$ cat config.mk
export PLATFORM = sky130hd
export DESIGN_NAME = gang_call_decode
export DESIGN_NICKNAME = d
export VERILOG_FILES = /design/src/rtl/gang_call_pkg.sv /design/src/rtl/gang_call_pool.sv /design/src/rtl/gang_call_select.sv /design/src/rtl/gang_call_check.sv /design/src/rtl/gang_call_decode.sv
export SDC_FILE = /design/constraint.sdc
export NUM_CORES = 1
export LEC_CHECK = 0
export BUFFER_PORTS_ARGS = -buffer_cell sky130_fd_sc_hd__buf_2
export CORE_ASPECT_RATIO = 1.75
export CORE_UTILIZATION = 25
export DETAILED_ROUTE_END_ITERATION = 8
export PLACE_DENSITY = 0.55
export SYNTH_ARGS = -nofsm -noshare
export SYNTH_HDL_FRONTEND = slang
export SYNTH_SLANG_ARGS = --single-unit
$ cat constraint.sdc
create_clock -name clk -period 3.13 [get_ports clk]
set_input_delay 0 -clock clk [delete_from_list [all_inputs] [get_ports clk]]
set_output_delay 0 -clock clk [all_outputs]
set_load 0.01 [all_outputs]
$ cat src/rtl/gang_call_pkg.sv
package gang_call_pkg;
  // belt-number fields carried by every flow slot
  localparam int FIELDS_PER_SLOT = 3;
  // manifest width of every flow slot
  localparam int MANIFEST_W = 32;
endpackage

$ cat src/rtl/gang_call_pool.sv
// Flattens all slot storage into one ordered pool of belt numbers:
// call-slot fields, then per ganged slot its fields and manifest nibbles.
module gang_call_pool
  import gang_call_pkg::*;
#(
  parameter int BW       = 4,
  parameter int N_SLOTS  = 3,
  parameter int MAN_N    = MANIFEST_W / BW,
  parameter int PER_GANG = FIELDS_PER_SLOT + MAN_N,
  parameter int POOL_N   = FIELDS_PER_SLOT + (N_SLOTS - 1) * PER_GANG
) (
  input  logic [N_SLOTS*FIELDS_PER_SLOT*BW-1:0] slot_fields,
  input  logic [N_SLOTS*MANIFEST_W-1:0]         slot_manifest,
  output logic [POOL_N*BW-1:0]                  pool
);
  genvar j, k, m;
  generate
    for (j = 0; j < FIELDS_PER_SLOT; j++) begin : g_call
      assign pool[j*BW +: BW] = slot_fields[j*BW +: BW];
    end
    for (k = 1; k < N_SLOTS; k++) begin : g_gang
      localparam int BASE = FIELDS_PER_SLOT + (k - 1) * PER_GANG;
      for (j = 0; j < FIELDS_PER_SLOT; j++) begin : g_fld
        assign pool[(BASE + j)*BW +: BW] =
          slot_fields[(k*FIELDS_PER_SLOT + j)*BW +: BW];
      end
      for (m = 0; m < MAN_N; m++) begin : g_man
        assign pool[(BASE + FIELDS_PER_SLOT + m)*BW +: BW] =
          slot_manifest[k*MANIFEST_W + m*BW +: BW];
      end
    end
  endgenerate
endmodule

$ cat src/rtl/gang_call_select.sv
// Picks the argument list out of the pool, skipping the pointer field
// in pointer mode and zeroing entries past the argument count.
module gang_call_select #(
  parameter int BW       = 4,
  parameter int BELT_LEN = 16,
  parameter int POOL_N   = 25,
  parameter int CNT_W    = 5
) (
  input  logic [POOL_N*BW-1:0]   pool,
  input  logic                   via_ptr,
  input  logic [CNT_W-1:0]       argc,
  output logic [BELT_LEN*BW-1:0] args
);
  genvar i;
  generate
    for (i = 0; i < BELT_LEN; i++) begin : g_arg
      logic [BW-1:0] direct, shifted;
      assign direct = pool[i*BW +: BW];
      if (i + 1 < POOL_N) begin : g_sh
        assign shifted = pool[(i+1)*BW +: BW];
      end else begin : g_nosh
        assign shifted = '0;
      end
      assign args[i*BW +: BW] = (int'(argc) > i) ? (via_ptr ? shifted : direct) : '0;
    end
  endgenerate
endmodule

$ cat src/rtl/gang_call_check.sv
// Flags a call whose count exceeds the belt or whose needed ganged
// slots are not all present.
module gang_call_check
  import gang_call_pkg::*;
#(
  parameter int BELT_LEN = 16,
  parameter int N_SLOTS  = 3,
  parameter int PER_GANG = 11,
  parameter int CNT_W    = 5
) (
  input  logic [N_SLOTS-1:0] slot_vld,
  input  logic               via_ptr,
  input  logic [CNT_W-1:0]   argc,
  output logic               bad
);
  int  in_call;
  logic short_slot, too_many;
  always_comb begin
    in_call    = via_ptr ? FIELDS_PER_SLOT - 1 : FIELDS_PER_SLOT;
    short_slot = 1'b0;
    for (int k = 1; k < N_SLOTS; k++) begin
      if (int'(argc) > in_call + (k - 1) * PER_GANG && !slot_vld[k])
        short_slot = 1'b1;
    end
    too_many = (int'(argc) > BELT_LEN) ||
               (int'(argc) > in_call + (N_SLOTS - 1) * PER_GANG);
    bad = short_slot | too_many;
  end
endmodule

$ cat src/rtl/gang_call_decode.sv
module gang_call_decode
  import gang_call_pkg::*;
#(
  parameter int BELT_LEN = 16,
  parameter int N_SLOTS  = 3,
  localparam int BW       = $clog2(BELT_LEN),
  localparam int CNT_W    = BW + 1,
  localparam int MAN_N    = MANIFEST_W / BW,
  localparam int PER_GANG = FIELDS_PER_SLOT + MAN_N,
  localparam int POOL_N   = FIELDS_PER_SLOT + (N_SLOTS - 1) * PER_GANG
) (
  input  logic                                clk,
  input  logic                                rst,
  input  logic [N_SLOTS-1:0]                  slot_vld,
  input  logic [N_SLOTS*FIELDS_PER_SLOT*BW-1:0] slot_fields,
  input  logic [N_SLOTS*MANIFEST_W-1:0]       slot_manifest,
  input  logic                                call_via_ptr,
  input  logic [CNT_W-1:0]                    call_argc,
  input  logic [CNT_W-1:0]                    call_resc,
  output logic                                out_vld,
  output logic                                out_err,
  output logic                                out_via_ptr,
  output logic [CNT_W-1:0]                    out_argc,
  output logic [CNT_W-1:0]                    out_resc,
  output logic [MANIFEST_W-1:0]               out_target,
  output logic [BELT_LEN*BW-1:0]              out_args
);
  logic [POOL_N*BW-1:0]   pool;
  logic [BELT_LEN*BW-1:0] args_c;
  logic                   bad_c;
  logic [MANIFEST_W-1:0]  target_c;

  gang_call_pool #(.BW(BW), .N_SLOTS(N_SLOTS), .MAN_N(MAN_N),
                   .PER_GANG(PER_GANG), .POOL_N(POOL_N)) pool_i (
    .slot_fields   (slot_fields),
    .slot_manifest (slot_manifest),
    .pool          (pool)
  );

  gang_call_select #(.BW(BW), .BELT_LEN(BELT_LEN), .POOL_N(POOL_N),
                     .CNT_W(CNT_W)) sel_i (
    .pool    (pool),
    .via_ptr (call_via_ptr),
    .argc    (call_argc),
    .args    (args_c)
  );

  gang_call_check #(.BELT_LEN(BELT_LEN), .N_SLOTS(N_SLOTS),
                    .PER_GANG(PER_GANG), .CNT_W(CNT_W)) chk_i (
    .slot_vld (slot_vld),
    .via_ptr  (call_via_ptr),
    .argc     (call_argc),
    .bad      (bad_c)
  );

  assign target_c = call_via_ptr ? MANIFEST_W'(slot_fields[BW-1:0])
                                 : slot_manifest[MANIFEST_W-1:0];

  always_ff @(posedge clk) begin
    if (rst) begin
      out_vld     <= 1'b0;
      out_err     <= 1'b0;
      out_via_ptr <= 1'b0;
      out_argc    <= '0;
      out_resc    <= '0;
      out_target  <= '0;
      out_args    <= '0;
    end else begin
      out_vld <= slot_vld[0] & ~bad_c;
      out_err <= slot_vld[0] & bad_c;
      if (slot_vld[0]) begin
        out_via_ptr <= call_via_ptr;
        out_argc    <= call_argc;
        out_resc    <= call_resc;
        out_target  <= target_c;
        out_args    <= args_c;
      end
    end
  end
endmodule

[After elaboration in Yosys (flattened, before gate mapping)]
Index checks and enable logic that the tools add are counted.
Storage, ports and cells
  register bits after elaboration: 109
  input port bits: 148
  output and inout bits: 109
Operators by class
  add/sub/neg operators: 2
  magnitude comparators: 20
  mux-type cells: 36
  bitwise logic cells: 4
  reductions and logical operators: 5
Operators with widths (count)
  2-to-1 mux 4 bit: 32
  greater-than comparator 6 x 32 -> 1 bit: 3
  greater-than comparator 5 x 4 -> 1 bit (second input constant): 8
  adder 32 x 5 -> 32 bit (second input constant): 1
  adder 32 x 6 -> 32 bit (second input constant): 1
  2-to-1 mux 32 bit: 1
  greater-than comparator 5 x 3 -> 1 bit (second input constant): 4
  greater-than comparator 5 x 1 -> 1 bit (second input constant): 2
  greater-than comparator 5 x 2 -> 1 bit (second input constant): 2
  greater-than comparator 5 bit (second input constant): 1
  2-to-1 mux 1 bit: 3
  AND 1 bit: 2
  logical AND 1 bit: 2
  zero test 1 bit: 2
  logical OR 1 bit: 1
  inverter 1 bit: 1
  OR 1 bit: 1

[Logic depth before layout (Yosys ltp)]
Gate-level depths: netlist of run 1.
  depth in word-level cells: 8
  mapped depth: 9
  depth with buffers taken out: 6

[Hierarchy]
Synthesis of run 1 repeated with hierarchy kept, for this count alone.
Second synthesis, totals
  cell total of the unflattened synthesis: 662
  area total of the unflattened synthesis: 6139.6 um^2
By module, submodules not included
  gang_call_decode: instances 1, cells each 389, area an instance 4086.4 um^2
  gang_call_select: instances 1, cells each 158, area an instance 1173.6 um^2
  gang_call_pool: instances 1, cells each 100, area an instance 750.7 um^2
  gang_call_check: instances 1, cells each 15, area an instance 128.9 um^2

[Least setup slack after synthesis of run 1]
Ideal clock, no wire load.
  kind: in2reg
  from: input call_via_ptr
  to: register out_err
  arrival: 1.367 ns
  required time: 3.015 ns
  slack: 1.648 ns
  cell stages on the path: 9
  path buffers: 3
  cells stage by stage: buf_2 buf_4 buf_4 inv_1 ha_1 nand2b_1 o2111ai_1 a21oi_1 o21a_1
On the way
  word-level cells in the longest chain between the ends: 7
  elaborated cells between the ends (all ways): 13
Ends and longest elaborated chain
  start, declared: RTL line gang_call_decode.sv:17  | input logic call_via_ptr,
  2-to-1 mux 1 bit *: RTL line gang_call_check.sv:19  | in_call = via_ptr ? FIELDS_PER_SLOT - 1 : FIELDS_PER_SLOT;
  adder 32 x 5 -> 32 bit or greater-than comparator 6 x 32 -> 1 bit (tied branches): RTL line gang_call_check.sv:22  | if (int'(argc) > in_call + (k - 1) * PER_GANG && !slot_vld[k])
  greater-than comparator 6 x 32 -> 1 bit or logical AND 1 bit (tied branches): RTL line gang_call_check.sv:22
  logical AND 1 bit or 2-to-1 mux 1 bit (tied branches): RTL line gang_call_check.sv:22
  2-to-1 mux 1 bit: RTL line gang_call_check.sv:22
  OR 1 bit *: RTL line gang_call_check.sv:27  | bad = short_slot | too_many;
  AND 1 bit *: RTL line gang_call_decode.sv:70  | out_err <= slot_vld[0] & bad_c;
  end signal, assigned: RTL line gang_call_decode.sv:70
  end, declared: RTL line gang_call_decode.sv:21  | output logic out_err,
Every way passes the cells marked *; elsewhere a longest branch is shown, timed or not.
A chain may end at the register's enable or synchronous reset.

[Final worst setup path of run 1]
  from: input call_via_ptr
  to: register out_args[25]
On the way
  word-level cells in the longest chain between the ends: 2
Ends and longest elaborated chain
  2-to-1 mux 4 bit (2 in a row): RTL line gang_call_select.sv:24  | assign args[i*BW +: BW] = (int'(argc) > i) ? (via_ptr ? shifted : direct) : '0;
  end signal, assigned: RTL line gang_call_decode.sv:76  | out_args <= args_c;
  end, declared: RTL line gang_call_decode.sv:26  | output logic [BELT_LEN*BW-1:0] out_args
Every way passes these cells.

==> results of run 1 <==
==> state kept, by name, indices dropped and copies added, names as in the netlist <==
signal       cells
out_args        64
out_target      32
out_argc         5
out_resc         5
out_err          1
out_via_ptr      1
out_vld          1
==> synthesized netlist by cell type, types with 3 or more instances <==
cell      instances  area [um2]
nand3_1          34         170
o21ai_0          33         165
mux2i_1          43         430
nor2_1           51         191
a211oi_1          4        30.0
ha_1              3        37.5
buf_2            18        90.1
a21oi_1          66         330
buf_4             7        52.6
clkbuf_1         15        56.3
mux2_2           36         405
nor2b_1          36         225
inv_1             3        11.3
nand2b_1         33         206
nand2_1          34         128
dfxtp_1         109        2180
==> metal layers <==
| layer | part of all wire (%) | vias up | track usage [%] |
|---|---|---|---|
| li1 | - | 2421 | - |
| met1 | 38 | 2218 | 18.7 |
| met2 | 51 | 177 | 31.7 |
| met3 | 6.0 | 38 | 3.91 |
| met4 | 4.5 | 0 | 9.80 |
| met5 | 0 | - | 0 |
==> through the flow <==
step	utilization (%)	worst slack, ps
6_report	38.1	1810
5_1_grt	38.1	1650
4_1_cts	38.1	1790
3_5_place_dp	32.1	1450
3_3_place_gp	32.1	1520
2_1_floorplan	-	1650
==> cell usage in the layout (no fill, tap or decap), types with 3 or more instances in the layout <==
cell           count
clkbuf_16          9
mux2i_1           43
clkbuf_8           3
mux2_2            36
inv_1              3
nand2b_1          33
nor2_1            51
dfxtp_1          109
buf_2            222
nand2_1           34
dlygate4sd3_1     85
nor2b_1           35
a21oi_1           66
ha_1               3
a211oi_1           4
nand3_1           34
buf_4              8
o21ai_0           33
==> path summary, 6_finish.rpt <==
kind,startpoint,end,slack (ps),cells after the start
worst max register to register,out_target[14],out_target[14],2350,3
worst min register to register,out_args[43],out_args[43],450,2
worst min-delay path,slot_fields[1],out_target[1],10,3
worst max-delay path,call_via_ptr,out_args[25],1810,5
==> worst register-to-register path: stages (launching register included) <==
cell and delay [ps]:
dfxtp_1 310, nor2b_1 130, a21oi_1 150, nor2_1 50
==> final cells by class <==
type / count / area [um2] / area share (%)
clock inverters: 1 / 30.0 / 0.412
inverters: 3 / 11.3 / 0.154
multi-input cells: 390 / 2450 / 33.7
well taps: 241 / 302 / 4.14
clock buffers: 13 / 270 / 3.71
repair buffers: 316 / 2040 / 28.0
flip-flops and latches: 109 / 2180 / 29.9
==> logic make-up after synthesis <==
kind of cell / after synthesis
AND/OR/NAND/NOR: 199
adder cells (fa/ha/maj): 3
multiplexers: 79
AO/OA/AOI/OAI: 109
flip-flops: 109
buffers and inverters: 44
==> report_power, final <==
part	internal, mW	leakage, nW	switching, mW
clock network	0.679	0.148	0.511
logic	0.305	2.34	0.300
registers	1.46	0.894	0.0335
total	2.44	3.38	0.844
==> flow_summary.json, run 1 <==
{
  "core_um2": 19100,
  "hold_violations": 0,
  "viasPerCell": 4.52,
  "path_cells": "buf_4, buf_12, mux2i_1, dlygate4sd3_1, o21ai_0",
  "synthSimpleGateAreaFrac_pct": 20.8,
  "die_w_um": 107,
  "dieArea_um2": 20000,
  "finalSetupViolCount": 0,
  "routedWlPerCell_um": 16.3,
  "routed_wirelength_mm": 17.5,
  "finalMaxSlewViolations": 0,
  "fin_crit_ps": 1320,
  "nets": 980,
  "cts-root-buf": "clkbuf_16",
  "gp_congestion": 0.789,
  "vias": 4854,
  "period_share_pct": 42.3,
  "holdWs_ps": 14.8,
  "clock_skew_ps": 0,
  "cp_top_family": "buffers and inverters",
  "status": "finished, final reports clean",
  "grt_max_degree": 64,
  "hold_buffers": 85,
  "synth_flop_cell": "dfxtp_1",
  "antenna_cells": 0,
  "syn_area_per_cell_um2": 8.94,
  "cp-start-kind": "input port",
  "grt-ovfl-total": 0,
  "drt_iter0_markers": 179,
  "postLayoutCellArea_um2": 7290,
  "end_kind": "flop",
  "final_cells": 1073,
  "ios": 257,
  "mappedNetlistArea_um2": 4850,
  "cts_setup_buffers": 0,
  "arrival_ps": 1540,
  "placed_cells": 974,
  "p_leak_nw": 3.38,
  "die_y_um": 186,
  "h-tree-depth": 3,
  "clkLatencyLatePin_ps": 350,
  "powerDensity_nw_per_um2": 451,
  "clkSlewWorstSetupHoldPaths_ps": 70,
  "grt_util_all_layers_pct": 17.7,
  "clock_sinks": 109,
  "ir_drop_v": 0.000242,
  "synth-warning-count": 0,
  "area_growth_pct": 50.2,
  "synth-seq-cells": 109,
  "synth_edf_count": 0,
  "cts_buffer_depth": 2,
  "netlist_instances": 543,
  "total_power_mw": 3.29,
  "cts_buffers": 9,
  "synth_compound_area_share_pct": 11.7,
  "nFillCells": 1962,
  "synth.mux.area_fraction_pct": 17.2,
  "rows": 67,
  "antenna_found_initial": 0,
  "async_reset_ff_share_pct": 0,
  "maxSlewHeadroom_pct": 54.1,
  "start_util_pct": 25.4,
  "ys_types": 34,
  "ys_seq_area_share_pct": 44.9,
  "max_clock_freq_ghz": 0.755,
  "drive_above_1_share_pct": 34.4,
  "synth_xor_area_share_pct": 0,
  "crit_slowest_cell": "dlygate4sd3_1",
  "cts_tree": "yes",
  "postPlaceCellArea_um2": 6140,
  "critPathMaxStageDelay_ps": 550,
  "finalSetupTns_ps": 0,
  "crit_required_ps": 3350,
  "synth_adder_area_share_pct": 0.773,
  "grt_pass1_vias": 4939,
  "postRouteAntennaNets": 0,
  "tightestPinTransition_ps": 689,
  "hpwl_mm": 12.6,
  "synth_top_family_by_area": "simple AND/OR/NAND/NOR gates",
  "syn_nets": 694,
  "drc": 0,
  "drv_cap": 0,
  "path_max_fanout": 50,
  "rsz0062_at_grt": "false",
  "worst-path-buf-inv": 3,
  "io_buffers": 224,
  "first_pass_iters": 4,
  "cts_resized": 0,
  "crit_type": "input port to flop",
  "grt_pass1_wl_mm": 26.7,
  "hold_path.class": "input port to flop"
}
(Power assumes the default switching activity.)
==> run 2, diff against run 1 <==
==> constraint.sdc (replaced) <==
create_clock -name clk -period 1.3 [get_ports clk]
set_input_delay 0 -clock clk [delete_from_list [all_inputs] [get_ports clk]]
set_output_delay 0 -clock clk [all_outputs]
set_load 0.01 [all_outputs]
==> run 2 against run 1 <==
Effect of this change: clock power increased by 130%; total power up 140%; via count rose by 0.62%; clock skew is the same.
==> flow_summary.json, run 2 (synthesized netlist as in run 1, its figures left out) <==
{
  "core_um2": 19100,
  "swShare_pct": 27.6,
  "arrival_ps": 1540,
  "clkSlewWorstSetupHoldPaths_ps": 70,
  "cts_buffers": 9,
  "clkLatencyLatePin_ps": 360,
  "fin_crit_ps": 1240,
  "cts_resized": 0,
  "grt-ovfl-total": 0,
  "finalSetupTns_ps": 0,
  "drt_iter0_markers": 187,
  "start_util_pct": 25.4,
  "switchingPower_mw": 2.16,
  "maxSlewHeadroom_pct": 58.0,
  "holdCritStartpoint": "slot_vld[0]",
  "first_pass_iters": 4,
  "antenna_cells": 0,
  "area_growth_pct": 54.3,
  "antenna_found_initial": 0,
  "power_frac_seq_pct": 46.0,
  "vias": 4884,
  "clock_sinks": 109,
  "p_clk_share_pct": 34.5,
  "viasPerCell": 4.47,
  "cp-start-kind": "input port",
  "nets": 998,
  "powerDensity_nw_per_um2": 1040,
  "crit_required_ps": 1600,
  "p_leak_nw": 3.47,
  "ios": 257,
  "routedWlPerCell_um": 16.1,
  "rsz0062_at_grt": "false",
  "largest_reg_flops": 64,
  "grt_pass1_vias": 4953,
  "hpwl_mm": 12.8,
  "drc": 0,
  "grt_util_all_layers_pct": 17.7,
  "path_max_fanout": 9,
  "regToRegSetupSlack_ps": 110,
  "r2r-start": "out_target[0]",
  "drv_cap": 0,
  "clock_skew_ps": 0,
  "reg.largest.list": "out_args x64, out_target x32",
  "tightestPinTransition_ps": 624,
  "finalMaxSlewViolations": 0,
  "io_buffers": 224,
  "cts_tree": "yes",
  "routed_wirelength_mm": 17.6,
  "status": "finished, final reports clean",
  "cts-root-buf": "clkbuf_16",
  "max_clock_freq_ghz": 0.807,
  "holdWs_ps": 8.33,
  "top_register": "out_args",
  "finalSetupViolCount": 0,
  "period_share_pct": 95.3,
  "combinationalPowerShare_pct": 19.5,
  "final_cells": 1093,
  "worst_r2r_path_depth": 3,
  "dieArea_um2": 20000,
  "layout_commonest_cell": "buf_2",
  "hold_violations": 0,
  "die_y_um": 186,
  "hold_path.class": "input port to flop",
  "grt_max_degree": 67,
  "end_kind": "flop",
  "crit_type": "input port to flop",
  "gp_congestion": 0.778,
  "ir_drop_v": 0.000481,
  "hold_path_depth": 3,
  "total_power_mw": 7.82,
  "placed_cells": 987,
  "drive_above_1_share_pct": 35.3,
  "rows": 67,
  "grt_pass1_wl_mm": 26.7,
  "power.internal_mw": 5.67,
  "min_to": "out_target[2]",
  "die_w_um": 107,
  "layout_common_cells": "buf_2, dfxtp_1, dlygate4sd3_1, a21oi_1, nor2_1",
  "h-tree-depth": 3,
  "rr_endpoint": "out_target[0]",
  "postRouteAntennaNets": 0,
  "cts_buffer_depth": 2
}
## run 2: cell type report
type | count | area [um2]
clock inverter | 5 | 36.3
inverter | 3 | 11.3
tap | 241 | 302
multi-input combinational | 390 | 2450
timing repair buffer | 334 | 2260
fill | 1937 | 11600
clock buffer | 11 | 243
sequential | 109 | 2180
## run 2: metal layers
layer	wire, um	vias to the layer above	global-route usage [%]
met5	0	-	0
met4	425	0	6.69
met3	957	27	4.05
met2	9350	161	33.4
met1	6850	2237	18.5
li1	-	2459	-
## run 2: repair_timing
| item | CTS | global route |
|---|---|---|
| hold buffers | 90 | 0 |
| setup buffers | 0 | 0 |
| endpoints found under the hold margin | 69 | 0 |
## run 2: metrics by stage
stage / utilization [%] / worst slack, ps / area, um2
2_1_floorplan: - / 6.01 / 4880
3_3_place_gp: 33.0 / 7.72 / 6310
3_5_place_dp: 33.0 / 11.2 / 6310
4_1_cts: 39.2 / 84.1 / 7490
5_1_grt: 39.2 / 7.86 / 7490
6_report: 39.2 / 61.3 / 7490
## run 2: worst max-delay path: stages
cell	delay, ps
buf_4	160
dlygate4sd3_1	610
a211oi_1	200
dlygate4sd3_1	570
## run 2: worst max-delay path by stage
stage / start / end / slack [ps]
after global placement: call_argc[4] / out_args[11] / 8
final: slot_vld[0] / out_target[0] / 60
after detailed placement: call_argc[4] / out_args[8] / 10
after global routing: slot_manifest[46] / out_args[34] / 8
after CTS: slot_vld[0] / out_target[0] / 80
after floorplan: call_via_ptr / out_err / 6
## run 2: power by group through the flow
stage / logic [mW] / clock network [mW] / registers [mW]
after floorplan: 0.605 / 0 / 3.76
after global placement: 1.30 / 0 / 3.67
after detailed placement: 1.31 / 0 / 3.68
after CTS: 1.54 / 2.79 / 3.60
after global routing: 1.67 / 2.91 / 3.62
final: 1.53 / 2.70 / 3.60
==> run 3, diff against run 2 <==
--- a/config.mk
+++ b/config.mk
@@ -7,9 +7,9 @@
 export LEC_CHECK = 0
 export BUFFER_PORTS_ARGS = -buffer_cell sky130_fd_sc_hd__buf_2
 export CORE_ASPECT_RATIO = 1.75
-export CORE_UTILIZATION = 25
+export CORE_UTILIZATION = 30
 export DETAILED_ROUTE_END_ITERATION = 8
-export PLACE_DENSITY = 0.55
+export PLACE_DENSITY = 0.62
 export SYNTH_ARGS = -nofsm -noshare
 export SYNTH_HDL_FRONTEND = slang
 export SYNTH_SLANG_ARGS = --single-unit
==> run 3 against run 2 <==
Effect of this change: the flow now finishes with violations (design-rule violations); first-iteration DRC count shrank 25%; total power increased by 2.6%; maximum frequency rose by 1.3%; routed wire length decreased by 2.7%; sequential power barely moved; combinational power about the same; register-to-register slack improved by 430 ps.
==> flow_summary.json, run 3 (synthesized netlist as in run 1, its figures left out) <==
{
  "status": "complete, but fails checks",
  "violations": "design-rule violations",
  "cts_buffers": 9,
  "swShare_pct": 26.7,
  "drt_iter0_markers": 141,
  "switchingPower_mw": 2.14,
  "cts_tree": "yes",
  "cts_setup_buffers": 0,
  "power.internal_mw": 5.88,
  "hold_violations": 0,
  "cts-root-buf": "clkbuf_16",
  "grt-ovfl-total": 0,
  "holdWs_ps": 12.5,
  "grt_pass1_wl_mm": 25.9,
  "p_leak_nw": 3.50,
  "grt_max_degree": 67,
  "postPlaceCellArea_um2": 6250,
  "powerDensity_nw_per_um2": 1080,
  "hold_path.class": "input port to flop",
  "arrival_ps": 1440,
  "nets": 997,
  "finalMaxSlewViolations": 0,
  "h-tree-depth": 3,
  "clkSlewWorstSetupHoldPaths_ps": 80,
  "io_buffers": 224,
  "maxSlewHeadroom_pct": 70.2,
  "max_clock_freq_ghz": 0.818,
  "core_um2": 15900,
  "postRouteAntennaNets": 0,
  "path_cells": "dlygate4sd3_1, buf_2, mux2i_1, dlygate4sd3_1, o21ai_0",
  "routed_wirelength_mm": 17.1,
  "die_y_um": 170,
  "combinationalPowerShare_pct": 19.1,
  "rsz0062_at_grt": "false",
  "clock_skew_ps": 0,
  "drive_above_1_share_pct": 35.8,
  "finalSetupTns_ps": 0,
  "rows": 61,
  "cp_top_family": "buffers and inverters",
  "gp_congestion": 0.777,
  "final_cells": 1040,
  "layout_common_cells": "buf_2, dfxtp_1, dlygate4sd3_1, a21oi_1, nor2_1",
  "postLayoutCellArea_um2": 7450,
  "grt_util_all_layers_pct": 20.2,
  "tightestPinTransition_ps": 442,
  "worst-path-buf-inv": 3,
  "viasPerCell": 4.80,
  "drc": 16,
  "layout_commonest_cell": "buf_2",
  "first_pass_iters": 7,
  "ir_drop_v": 0.000532,
  "total_power_mw": 8.02,
  "antenna_found_initial": 0,
  "end_kind": "flop",
  "grt_pass1_vias": 5043,
  "vias": 4988,
  "routedWlPerCell_um": 16.4,
  "p_clk_share_pct": 36.1,
  "area_growth_pct": 53.5,
  "die_w_um": 98.2,
  "critPathMaxStageDelay_ps": 570,
  "nFillCells": 1562,
  "placed_cells": 937,
  "clock_sinks": 109,
  "reg.largest.list": "out_args x64, out_target x32",
  "largest_reg_flops": 64,
  "path_max_fanout": 2,
  "ios": 257,
  "dieArea_um2": 16700,
  "period_share_pct": 94.1,
  "fin_crit_ps": 1220,
  "power_frac_seq_pct": 44.9,
  "start_util_pct": 30.6,
  "path_common_cell": "dlygate4sd3_1",
  "finalSetupViolCount": 0,
  "hpwl_mm": 12.0,
  "clkLatencyLatePin_ps": 350,
  "crit_type": "input port to flop",
  "antenna_cells": 0,
  "crit_slowest_cell": "dlygate4sd3_1",
  "drv_cap": 0,
  "cp-start-kind": "input port",
  "crit_required_ps": 1520,
  "cts_buffer_depth": 2,
  "top_register": "out_args"
}
run 3: worst paths after layout:
check                  start        endpoint  slack [ps]  cells past startpoint
max reg2reg   out_target[21]  out_target[21]         540                      3
min             call_argc[4]     out_argc[4]          10                      3
min reg2reg     out_args[33]    out_args[33]         450                      2
max          slot_fields[19]    out_args[19]          80                      5
run 3: cell type report:
cell class                 count  area [um2]  share of cell area [%]
inverter                       3        11.3                   0.151
multi-input combinational    390        2450                    32.9
tap                          189         236                    3.17
timing repair buffer         333        2260                    30.3
clock buffer                  10         239                    3.21
sequential                   109        2180                    29.3
clock inverter                 6        70.1                   0.940
run 3: what timing repair did:
item,4_1_cts,5_1_grt
hold endpoints to repair,67,0
endpoints found under the setup margin,0,5
hold buffers,86,0
resized for setup,0,1
run 3: stage by stage:
stage / setup slack [ps] / utilization, %
5_1_grt: 7.46 / 46.9
2_1_floorplan: 6.01 / -
3_5_place_dp: 28.1 / 39.4
3_3_place_gp: 50.6 / 39.4
4_1_cts: 93.9 / 46.7
6_report: 77.3 / 46.9
run 3: power by group through the flow:
stage          clock network, mW  registers (mW)  logic, mW
2_1_floorplan                  0            3.76      0.605
3_3_place_gp                   0            3.67       1.28
3_5_place_dp                   0            3.67       1.29
4_1_cts                     2.98            3.60       1.51
5_1_grt                     3.09            3.62       1.66
6_report                    2.89            3.60       1.53
run 3: per-layer routing:
layer / vias up / GRT usage, % / wire (um)
met1: 2326 / 20.5 / 6400
met4: 0 / 10.1 / 584
met5: - / 0 / 0
met3: 32 / 3.78 / 921
li1: 2461 / - / -
met2: 169 / 38.8 / 9200
run 3: worst reg2reg max path: stages, from the launching register on:
cell and delay, ps:
dfxtp_1 320, nor2b_1 130, a21oi_1 140, nor2_1 50
